==> src/rtl/hdlc_rx_pkg.sv <==
package hdlc_rx_pkg;

  typedef struct packed {
    logic push;     // bit is payload
    logic discard;  // stuffed zero
    logic flag;     // delimiter complete
    logic abort;    // seventh one
  } bit_evt_t;

  function automatic logic [15:0] crc16_byte(input logic [15:0] crc,
                                             input logic [7:0]  data,
                                             input logic [15:0] poly);
    logic [15:0] c;
    c = crc;
    for (int i = 0; i < 8; i++) begin
      if (c[0] ^ data[i]) c = (c >> 1) ^ poly;
      else                c = c >> 1;
    end
    return c;
  endfunction

endpackage

==> src/rtl/hdlc_rx_ones_tracker.sv <==
module hdlc_rx_ones_tracker
  import hdlc_rx_pkg::*;
#(
  parameter int IDLE_ONES = 15
) (
  input  logic     clk_i,
  input  logic     rst_ni,
  input  logic     en_i,
  input  logic     bit_i,
  output bit_evt_t evt_o,
  output logic     idle_o
);

  localparam int CW = $clog2(IDLE_ONES + 1);
  localparam logic [CW-1:0] STUFF_RUN = CW'(5);
  localparam logic [CW-1:0] FLAG_RUN  = CW'(6);
  localparam logic [CW-1:0] RUN_MAX   = CW'(IDLE_ONES);

  logic [CW-1:0] ones_q;

  always_comb begin
    evt_o      = '0;
    evt_o.push = (ones_q < STUFF_RUN);
    if (bit_i) begin
      evt_o.abort = (ones_q == FLAG_RUN);
    end else begin
      evt_o.discard = (ones_q == STUFF_RUN);
      evt_o.flag    = (ones_q == FLAG_RUN);
    end
  end

  always_ff @(posedge clk_i or negedge rst_ni) begin
    if (!rst_ni) begin
      ones_q <= '0;
    end else if (en_i) begin
      if (!bit_i)                ones_q <= '0;
      else if (ones_q != RUN_MAX) ones_q <= ones_q + 1'b1;
    end
  end

  assign idle_o = (ones_q == RUN_MAX);

  a_r7_idle_needs_one: assert property (@(posedge clk_i) disable iff (!rst_ni)
    $rose(idle_o) |-> $past(en_i && bit_i));

  a_r7_idle_drops_on_zero: assert property (@(posedge clk_i) disable iff (!rst_ni)
    (en_i && !bit_i) |=> !idle_o);

endmodule

==> src/rtl/hdlc_rx_bit_packer.sv <==
module hdlc_rx_bit_packer #(
  parameter int W = 8
) (
  input  logic                 clk_i,
  input  logic                 rst_ni,
  input  logic                 clr_i,
  input  logic                 push_i,
  input  logic                 bit_i,
  output logic                 byte_done_o,
  output logic [W-1:0]         byte_o,
  output logic [$clog2(W)-1:0] phase_o
);

  localparam int PW = $clog2(W);
  localparam logic [PW-1:0] LAST_PH = PW'(W - 1);

  logic [W-1:0]  sr_q;
  logic [PW-1:0] ph_q;

  // LSB arrives first: shift right, new bit at the top
  assign byte_o      = {bit_i, sr_q[W-1:1]};
  assign byte_done_o = push_i && (ph_q == LAST_PH);
  assign phase_o     = ph_q;

  always_ff @(posedge clk_i or negedge rst_ni) begin
    if (!rst_ni) begin
      sr_q <= '0;
      ph_q <= '0;
    end else if (clr_i) begin
      sr_q <= '0;
      ph_q <= '0;
    end else if (push_i) begin
      sr_q <= byte_o;
      ph_q <= ph_q + 1'b1;
    end
  end

  a_r5_phase_wraps: assert property (@(posedge clk_i) disable iff (!rst_ni)
    byte_done_o |=> (phase_o == '0));

endmodule

==> src/rtl/hdlc_rx_crc16.sv <==
module hdlc_rx_crc16
  import hdlc_rx_pkg::*;
#(
  parameter logic [15:0] POLY = 16'h8408,
  parameter logic [15:0] INIT = 16'hFFFF
) (
  input  logic        clk_i,
  input  logic        rst_ni,
  input  logic        clr_i,
  input  logic        en_i,
  input  logic [7:0]  byte_i,
  output logic [15:0] crc_o
);

  logic [15:0] crc_q;

  always_ff @(posedge clk_i or negedge rst_ni) begin
    if (!rst_ni)     crc_q <= INIT;
    else if (clr_i)  crc_q <= INIT;
    else if (en_i)   crc_q <= crc16_byte(crc_q, byte_i, POLY);
  end

  assign crc_o = crc_q;

endmodule

==> src/rtl/hdlc_rx_holdline.sv <==
module hdlc_rx_holdline #(
  parameter int W     = 8,
  parameter int DEPTH = 3
) (
  input  logic         clk_i,
  input  logic         rst_ni,
  input  logic         clr_i,
  input  logic         shift_i,
  input  logic [W-1:0] din_i,
  output logic [W-1:0] oldest_o,
  output logic         full_o
);

  localparam int CW = $clog2(DEPTH + 1);
  localparam logic [CW-1:0] CNT_MAX = CW'(DEPTH);

  logic [CW-1:0] cnt_q;

  for (genvar g = 0; g < DEPTH; g++) begin : g_stage
    logic [W-1:0] q;
    if (g == 0) begin : g_head
      always_ff @(posedge clk_i or negedge rst_ni) begin
        if (!rst_ni)      q <= '0;
        else if (shift_i) q <= din_i;
      end
    end else begin : g_tail
      always_ff @(posedge clk_i or negedge rst_ni) begin
        if (!rst_ni)      q <= '0;
        else if (shift_i) q <= g_stage[g-1].q;
      end
    end
  end

  always_ff @(posedge clk_i or negedge rst_ni) begin
    if (!rst_ni)                          cnt_q <= '0;
    else if (clr_i)                       cnt_q <= '0;
    else if (shift_i && cnt_q != CNT_MAX) cnt_q <= cnt_q + 1'b1;
  end

  assign oldest_o = g_stage[DEPTH-1].q;
  assign full_o   = (cnt_q == CNT_MAX);

  a_r3_fill_needs_shift: assert property (@(posedge clk_i) disable iff (!rst_ni)
    $rose(full_o) |-> $past(shift_i));

endmodule

==> src/rtl/hdlc_rx_deframer.sv <==
module hdlc_rx_deframer
  import hdlc_rx_pkg::*;
#(
  parameter int          IDLE_ONES = 15,
  parameter int          MIN_BYTES = 4,
  parameter int          FCS_BYTES = 2,
  parameter logic [15:0] CRC_POLY  = 16'h8408,
  parameter logic [15:0] CRC_INIT  = 16'hFFFF,
  parameter logic [15:0] CRC_GOOD  = 16'hF0B8
) (
  input  logic       clk_i,
  input  logic       rst_ni,
  input  logic       bit_en_i,
  input  logic       bit_i,
  output logic       byte_valid_o,
  output logic [7:0] byte_o,
  output logic       sof_o,
  output logic       eof_o,
  output logic       frame_good_o,
  output logic       abort_o,
  output logic       idle_o
);

  localparam int HOLD = FCS_BYTES + 1;  // extra stage lets eof ride on last payload byte
  localparam int BCW  = $clog2(MIN_BYTES + 1);
  localparam logic [BCW-1:0] BCNT_MAX = BCW'(MIN_BYTES);
  localparam logic [2:0]     ALIGN_PH = 3'(6);  // flag bits that reach the packer

  bit_evt_t    evt;
  logic        open_q, sof_sent_q;
  logic [BCW-1:0] bcnt_q;
  logic        push_bit, restart, byte_done, hold_full;
  logic [7:0]  asm_byte, hold_oldest;
  logic [2:0]  phase;
  logic [15:0] crc;
  logic        has_bytes, frame_ok;

  hdlc_rx_ones_tracker #(.IDLE_ONES(IDLE_ONES)) u_ones (
    .clk_i  (clk_i),
    .rst_ni (rst_ni),
    .en_i   (bit_en_i),
    .bit_i  (bit_i),
    .evt_o  (evt),
    .idle_o (idle_o)
  );

  assign push_bit = bit_en_i && evt.push && open_q;
  assign restart  = bit_en_i && evt.flag;

  hdlc_rx_bit_packer #(.W(8)) u_pack (
    .clk_i       (clk_i),
    .rst_ni      (rst_ni),
    .clr_i       (restart),
    .push_i      (push_bit),
    .bit_i       (bit_i),
    .byte_done_o (byte_done),
    .byte_o      (asm_byte),
    .phase_o     (phase)
  );

  hdlc_rx_crc16 #(.POLY(CRC_POLY), .INIT(CRC_INIT)) u_crc (
    .clk_i  (clk_i),
    .rst_ni (rst_ni),
    .clr_i  (restart),
    .en_i   (byte_done),
    .byte_i (asm_byte),
    .crc_o  (crc)
  );

  hdlc_rx_holdline #(.W(8), .DEPTH(HOLD)) u_hold (
    .clk_i    (clk_i),
    .rst_ni   (rst_ni),
    .clr_i    (restart),
    .shift_i  (byte_done),
    .din_i    (asm_byte),
    .oldest_o (hold_oldest),
    .full_o   (hold_full)
  );

  assign has_bytes = (bcnt_q != '0);
  assign frame_ok  = (bcnt_q == BCNT_MAX) && (phase == ALIGN_PH) && (crc == CRC_GOOD);

  always_ff @(posedge clk_i or negedge rst_ni) begin
    if (!rst_ni) begin
      open_q       <= 1'b0;
      sof_sent_q   <= 1'b0;
      bcnt_q       <= '0;
      byte_valid_o <= 1'b0;
      byte_o       <= '0;
      sof_o        <= 1'b0;
      eof_o        <= 1'b0;
      frame_good_o <= 1'b0;
      abort_o      <= 1'b0;
    end else begin
      byte_valid_o <= 1'b0;
      byte_o       <= '0;
      sof_o        <= 1'b0;
      eof_o        <= 1'b0;
      frame_good_o <= 1'b0;
      abort_o      <= 1'b0;
      if (bit_en_i) begin
        if (evt.flag) begin
          if (open_q && has_bytes) begin
            byte_valid_o <= 1'b1;
            eof_o        <= 1'b1;
            sof_o        <= !sof_sent_q;
            byte_o       <= hold_full ? hold_oldest : '0;
            frame_good_o <= frame_ok;
          end
          open_q     <= 1'b1;
          sof_sent_q <= 1'b0;
          bcnt_q     <= '0;
        end else if (evt.abort) begin
          if (open_q && has_bytes) begin
            byte_valid_o <= 1'b1;
            eof_o        <= 1'b1;
            abort_o      <= 1'b1;
            sof_o        <= !sof_sent_q;
          end
          open_q <= 1'b0;
        end else if (byte_done) begin
          if (bcnt_q != BCNT_MAX) bcnt_q <= bcnt_q + 1'b1;
          if (hold_full) begin
            byte_valid_o <= 1'b1;
            byte_o       <= hold_oldest;
            sof_o        <= !sof_sent_q;
            sof_sent_q   <= 1'b1;
          end
        end
      end
    end
  end

  // assertion-only tracking of packet boundaries at the output
  logic pkt_open_q;
  always_ff @(posedge clk_i or negedge rst_ni) begin
    if (!rst_ni)           pkt_open_q <= 1'b0;
    else if (byte_valid_o) pkt_open_q <= !eof_o;
  end

  a_r3_sof_outside_pkt: assert property (@(posedge clk_i) disable iff (!rst_ni)
    (byte_valid_o && sof_o) |-> !pkt_open_q);

  a_r3_cont_inside_pkt: assert property (@(posedge clk_i) disable iff (!rst_ni)
    (byte_valid_o && !sof_o) |-> pkt_open_q);

  a_r2_end_on_zero: assert property (@(posedge clk_i) disable iff (!rst_ni)
    (byte_valid_o && eof_o && !abort_o) |-> $past(bit_en_i && !bit_i));

  a_r6_abort_on_one: assert property (@(posedge clk_i) disable iff (!rst_ni)
    abort_o |-> $past(bit_en_i && bit_i));

  a_r6_abort_is_bad_end: assert property (@(posedge clk_i) disable iff (!rst_ni)
    abort_o |-> (byte_valid_o && eof_o && !frame_good_o && byte_o == 8'h00));

  a_r4_verdict_on_end: assert property (@(posedge clk_i) disable iff (!rst_ni)
    frame_good_o |-> (byte_valid_o && eof_o));

  a_r10_beat_needs_strobe: assert property (@(posedge clk_i) disable iff (!rst_ni)
    byte_valid_o |-> $past(bit_en_i));

  a_r1_stuffed_zero_silent: assert property (@(posedge clk_i) disable iff (!rst_ni)
    (bit_en_i && evt.discard) |=> !byte_valid_o);

endmodule

==> config.mk <==
export PLATFORM = sky130hd
export DESIGN_NAME = hdlc_rx_deframer
export DESIGN_NICKNAME = d
export VERILOG_FILES = /design/src/rtl/hdlc_rx_pkg.sv /design/src/rtl/hdlc_rx_ones_tracker.sv /design/src/rtl/hdlc_rx_bit_packer.sv /design/src/rtl/hdlc_rx_crc16.sv /design/src/rtl/hdlc_rx_holdline.sv /design/src/rtl/hdlc_rx_deframer.sv
export SDC_FILE = /design/constraint.sdc
export NUM_CORES = 1
export LEC_CHECK = 0
export ABC_AREA = 1
export BUFFER_PORTS_ARGS = -buffer_cell sky130_fd_sc_hd__buf_2
export CAP_MARGIN = 20
export CORE_UTILIZATION = 30
export CTS_BUF_LIST = sky130_fd_sc_hd__clkbuf_4 sky130_fd_sc_hd__clkbuf_8 sky130_fd_sc_hd__clkbuf_16
export DETAILED_ROUTE_END_ITERATION = 8
export PLACE_DENSITY = 0.55
export RECOVER_POWER = 100
export REMOVE_ABC_BUFFERS = 1
export SYNTH_ARGS = -nofsm -noshare
export SYNTH_HDL_FRONTEND = slang
export SYNTH_SLANG_ARGS = --single-unit
==> constraint.sdc <==
create_clock -name clk_i -period 1.6 [get_ports clk_i]
set_clock_uncertainty 0.05 [all_clocks]
set_input_delay 0.24 -clock clk_i [delete_from_list [all_inputs] [get_ports clk_i]]
set_output_delay 0.24 -clock clk_i [all_outputs]
set_load 0.05 [all_outputs]
==> impl_metrics.csv <==
group,metric,value,unit
yosys,synth_compound_area_frac,0.0637,
critical_path,worstPathCellList,"buf_6, ha_4, nand3_2, inv_2, buf_8",
critical_path,slowest_delay,0.40,ns
clock_network,clkSlewWorstSetupHoldPaths,0.06,ns
critical_path,crit_type,"register to primary output",
yosys,synth_top_family_by_area,"simple AND/OR/NAND/NOR gates",
finish,nNetsFinal,496,
sta,slew_headroom,0.339,
finish,layout_common_cells,"nand2_1, dfrtp_1, inv_1",
clock_network,cts_tree,"built",
power,p_leak,0.00223,uW
yosys,yosys.area_share.simple,0.288,
critical_path,startpoint_type,"register",
floorplanning,rows,39,
sta,rsz0062_at_grt,"true",
route,first_iter_violations,191,
finish,fin_cells,631,
route,drt_wl_total,7830,um
yosys,synth_seq_cells,74,
floorplanning,die_x,111,um
clock_network,cts_sinks,74,
yosys,syn_avg_cell_area,8.19,um^2
sta,max_freq,645,MHz
placed_design,gp_congestion,0.813,
clock_network,clock_path_buffers,2,
finish,seq_area,1870,um^2
run_status,status,"finished clean",
yosys,synth_adder_area_share,0.0317,
route,drtPass1Iterations,5,
placed_design,io_buffers,17,
critical_path,worstSetupEndpointType,"primary output",
route,vias,2902,
yosys,yosys.area_share.xor_xnor,0.00985,
finish,layout_commonest_cell,"nand2_1",
route,drt-wirelength-per-cell,12.4,um
placed_design,dp_hpwl,5540,um
yosys,synth_mux_area_frac,0,
critical_path,arrival,1.26,ns
finish,drive_gt1_frac,0.209,
yosys,netlist_instances,434,
floorplanning,die_h,111,um
critical_path,crit_slowest_cell,"dfrtp_1",
clock_network,h-tree-depth,3,
floorplanning,io_pins,18,
grt,grt_pass1_wl,13200,um
clock_network,cts_buffers,9,
floorplanning,core,11500,um^2
sta,final.min_clock_period,1.55,ns
finish,areaGrowthSynthToFinish,25.6,%
placed_design,dp_cells,607,
clock_network,clock-root-buffer,"clkbuf_16",
yosys,netlist_area,3560,um^2
yosys,ys_seq_area_frac,0.526,
power,vdd_ir_drop_max,914,uV
sta,fin_tns_setup,0,ns
sta,setup_viol,0,
floorplanning,initial_core_util,0.310,
grt,grt_remaining_overflow,0,
critical_path,critPathRequiredTime,1.31,ns
sta,timing_hold_violations_final,0,
power,power_density,1690,nW/um^2
grt,antenna_found_initial,0,
min_path,hp-class,"input port to register",
yosys,ys_warn_count,0,
critical_path,crit_fanout,3,
finish,antennaDiodeCount,0,
grt,grt_max_degree,37,
route,ant_nets,0,
sta,finalCritPeriodShare,0.969,
grt,grtUsageTotal,0.134,
sta,worst_pin_slew,0.991,ns
floorplanning,dieArea,12300,um^2
critical_path,worst-path-buf-inv,3,
finish,fillCellCount,1175,
critical_path,path_delay_family,"flip-flops",
clock_network,clk_latency,0.33,ns
yosys,synth.distinct_cells,31,
run,drv_cap,0,
finish,multi_input_area,1510,um^2
route,viasPerCell,4.60,
sta,slew_violations,0,
grt,grt_pass1_vias,2758,
route,drc,0,
-- worst reg2reg max path: stages, from the launching register on --
cell     delay, ns
dfrtp_1       0.40
inv_2         0.07
ha_1          0.16
inv_1         0.05
nand3_2       0.08
nand3_4       0.17
buf_4         0.20
buf_4         0.14
nand2_1       0.04
o21ai_0       0.06
-- worst paths after layout --
path,cells past startpoint,start,slack (ns),to
setup / recovery,5,u_ones.ones_q[0],0.05,idle_o
hold / removal,4,bit_en_i,0.19,u_ones.ones_q[3]
setup reg to reg,9,u_ones.ones_q[0],0.05,u_hold.oldest_o[6]
hold reg to reg,1,sof_sent_q,0.39,sof_o
max in group asynchronous,3,rst_ni,0.17,byte_valid_o
min in group asynchronous,2,rst_ni,0.55,u_hold.g_stage[1].q[7]
-- power breakdown --
group	leakage, uW	internal [uW]	total [uW]	switching [uW]
Combinational	0.00113	903	2360	1450
Clock	0.000149	1240	2100	862
Sequential	0.000945	2610	3080	471
-- Yosys cell counts (all sizes together) --
cell type,n,area share
dfrtp,58,0.41
clkinv,1,0.0011
xnor2,1,0.0025
nand2,147,0.16
clkbuf,1,0.0011
nor3,6,0.0084
dfstp,16,0.12
a21oi,16,0.023
nand3b,1,0.0021
o21ai,27,0.039
nand3,42,0.064
buf,11,0.021
inv,53,0.057
xor2,3,0.0074
ha,9,0.032
nor2,34,0.044
nor4,1,0.0018
nand4,6,0.011
a211oi,1,0.0021
-- sequential cells by signal, indices dropped and copies added, names as in the netlist, 2 cells and up --
signal and count:
u_pack.sr_q 7, u_hold.oldest_o 8, byte_o 8, u_ones.ones_q 4, bcnt_q 3, u_crc.crc_o 16, u_hold.g_stage.q 16, u_hold.cnt_q 2
u_pack.phase_o 3
-- per-layer routing --
| metal | track usage | wire length, um |
|---|---|---|
| met1 | 0.178 | 3750 |
| met2 | 0.213 | 3680 |
| met3 | 0.0361 | 298 |
| met4 | 0.0391 | 104 |
| met5 | 0 | 0 |
-- final cells by class --
type,instances,share of cell area
Sequential cell,74,0.419
Multi-Input combinational cell,295,0.339
Timing Repair Buffer,49,0.0857
Clock buffer,9,0.0504
Inverter,54,0.0471
Tap cell,143,0.0401
Clock inverter,7,0.0188
-- through the flow --
| step | worst slack, ns | hold slack, ns | instance area [um^2] | total power [uW] | util |
|---|---|---|---|---|---|
| CTS | -0.00255 | 0.189 | 4330 | 7490 | 0.378 |
| finish | 0.0489 | 0.193 | 4470 | 7540 | 0.389 |
| global route | -0.0377 | 0.215 | 4470 | 8090 | 0.389 |
| floorplan | -0.662 | -0.106 | 3480 | 4600 | - |
| global placement | -0.0755 | 0.194 | 3960 | 5270 | 0.345 |
| detailed placement | -0.0778 | 0.194 | 3960 | 5330 | 0.345 |
-- what timing repair did --
action	in CTS	in global routing
endpoints found under the hold margin	23	0
buffers inserted	1	5
gates cloned	0	1
resized for setup	12	32
setup endpoints to repair	48	68
pin swaps	2	6
hold buffers	1	0
-- cells by family after synthesis --
group,Yosys count
AND/OR/NAND/NOR,237
flip-flops,74
buffers and inverters,66
AO/OA/AOI/OAI,44
XOR/XNOR,4
adder cells (fa/ha/maj),9
Note: power is estimated with default switching activity, not from simulation.
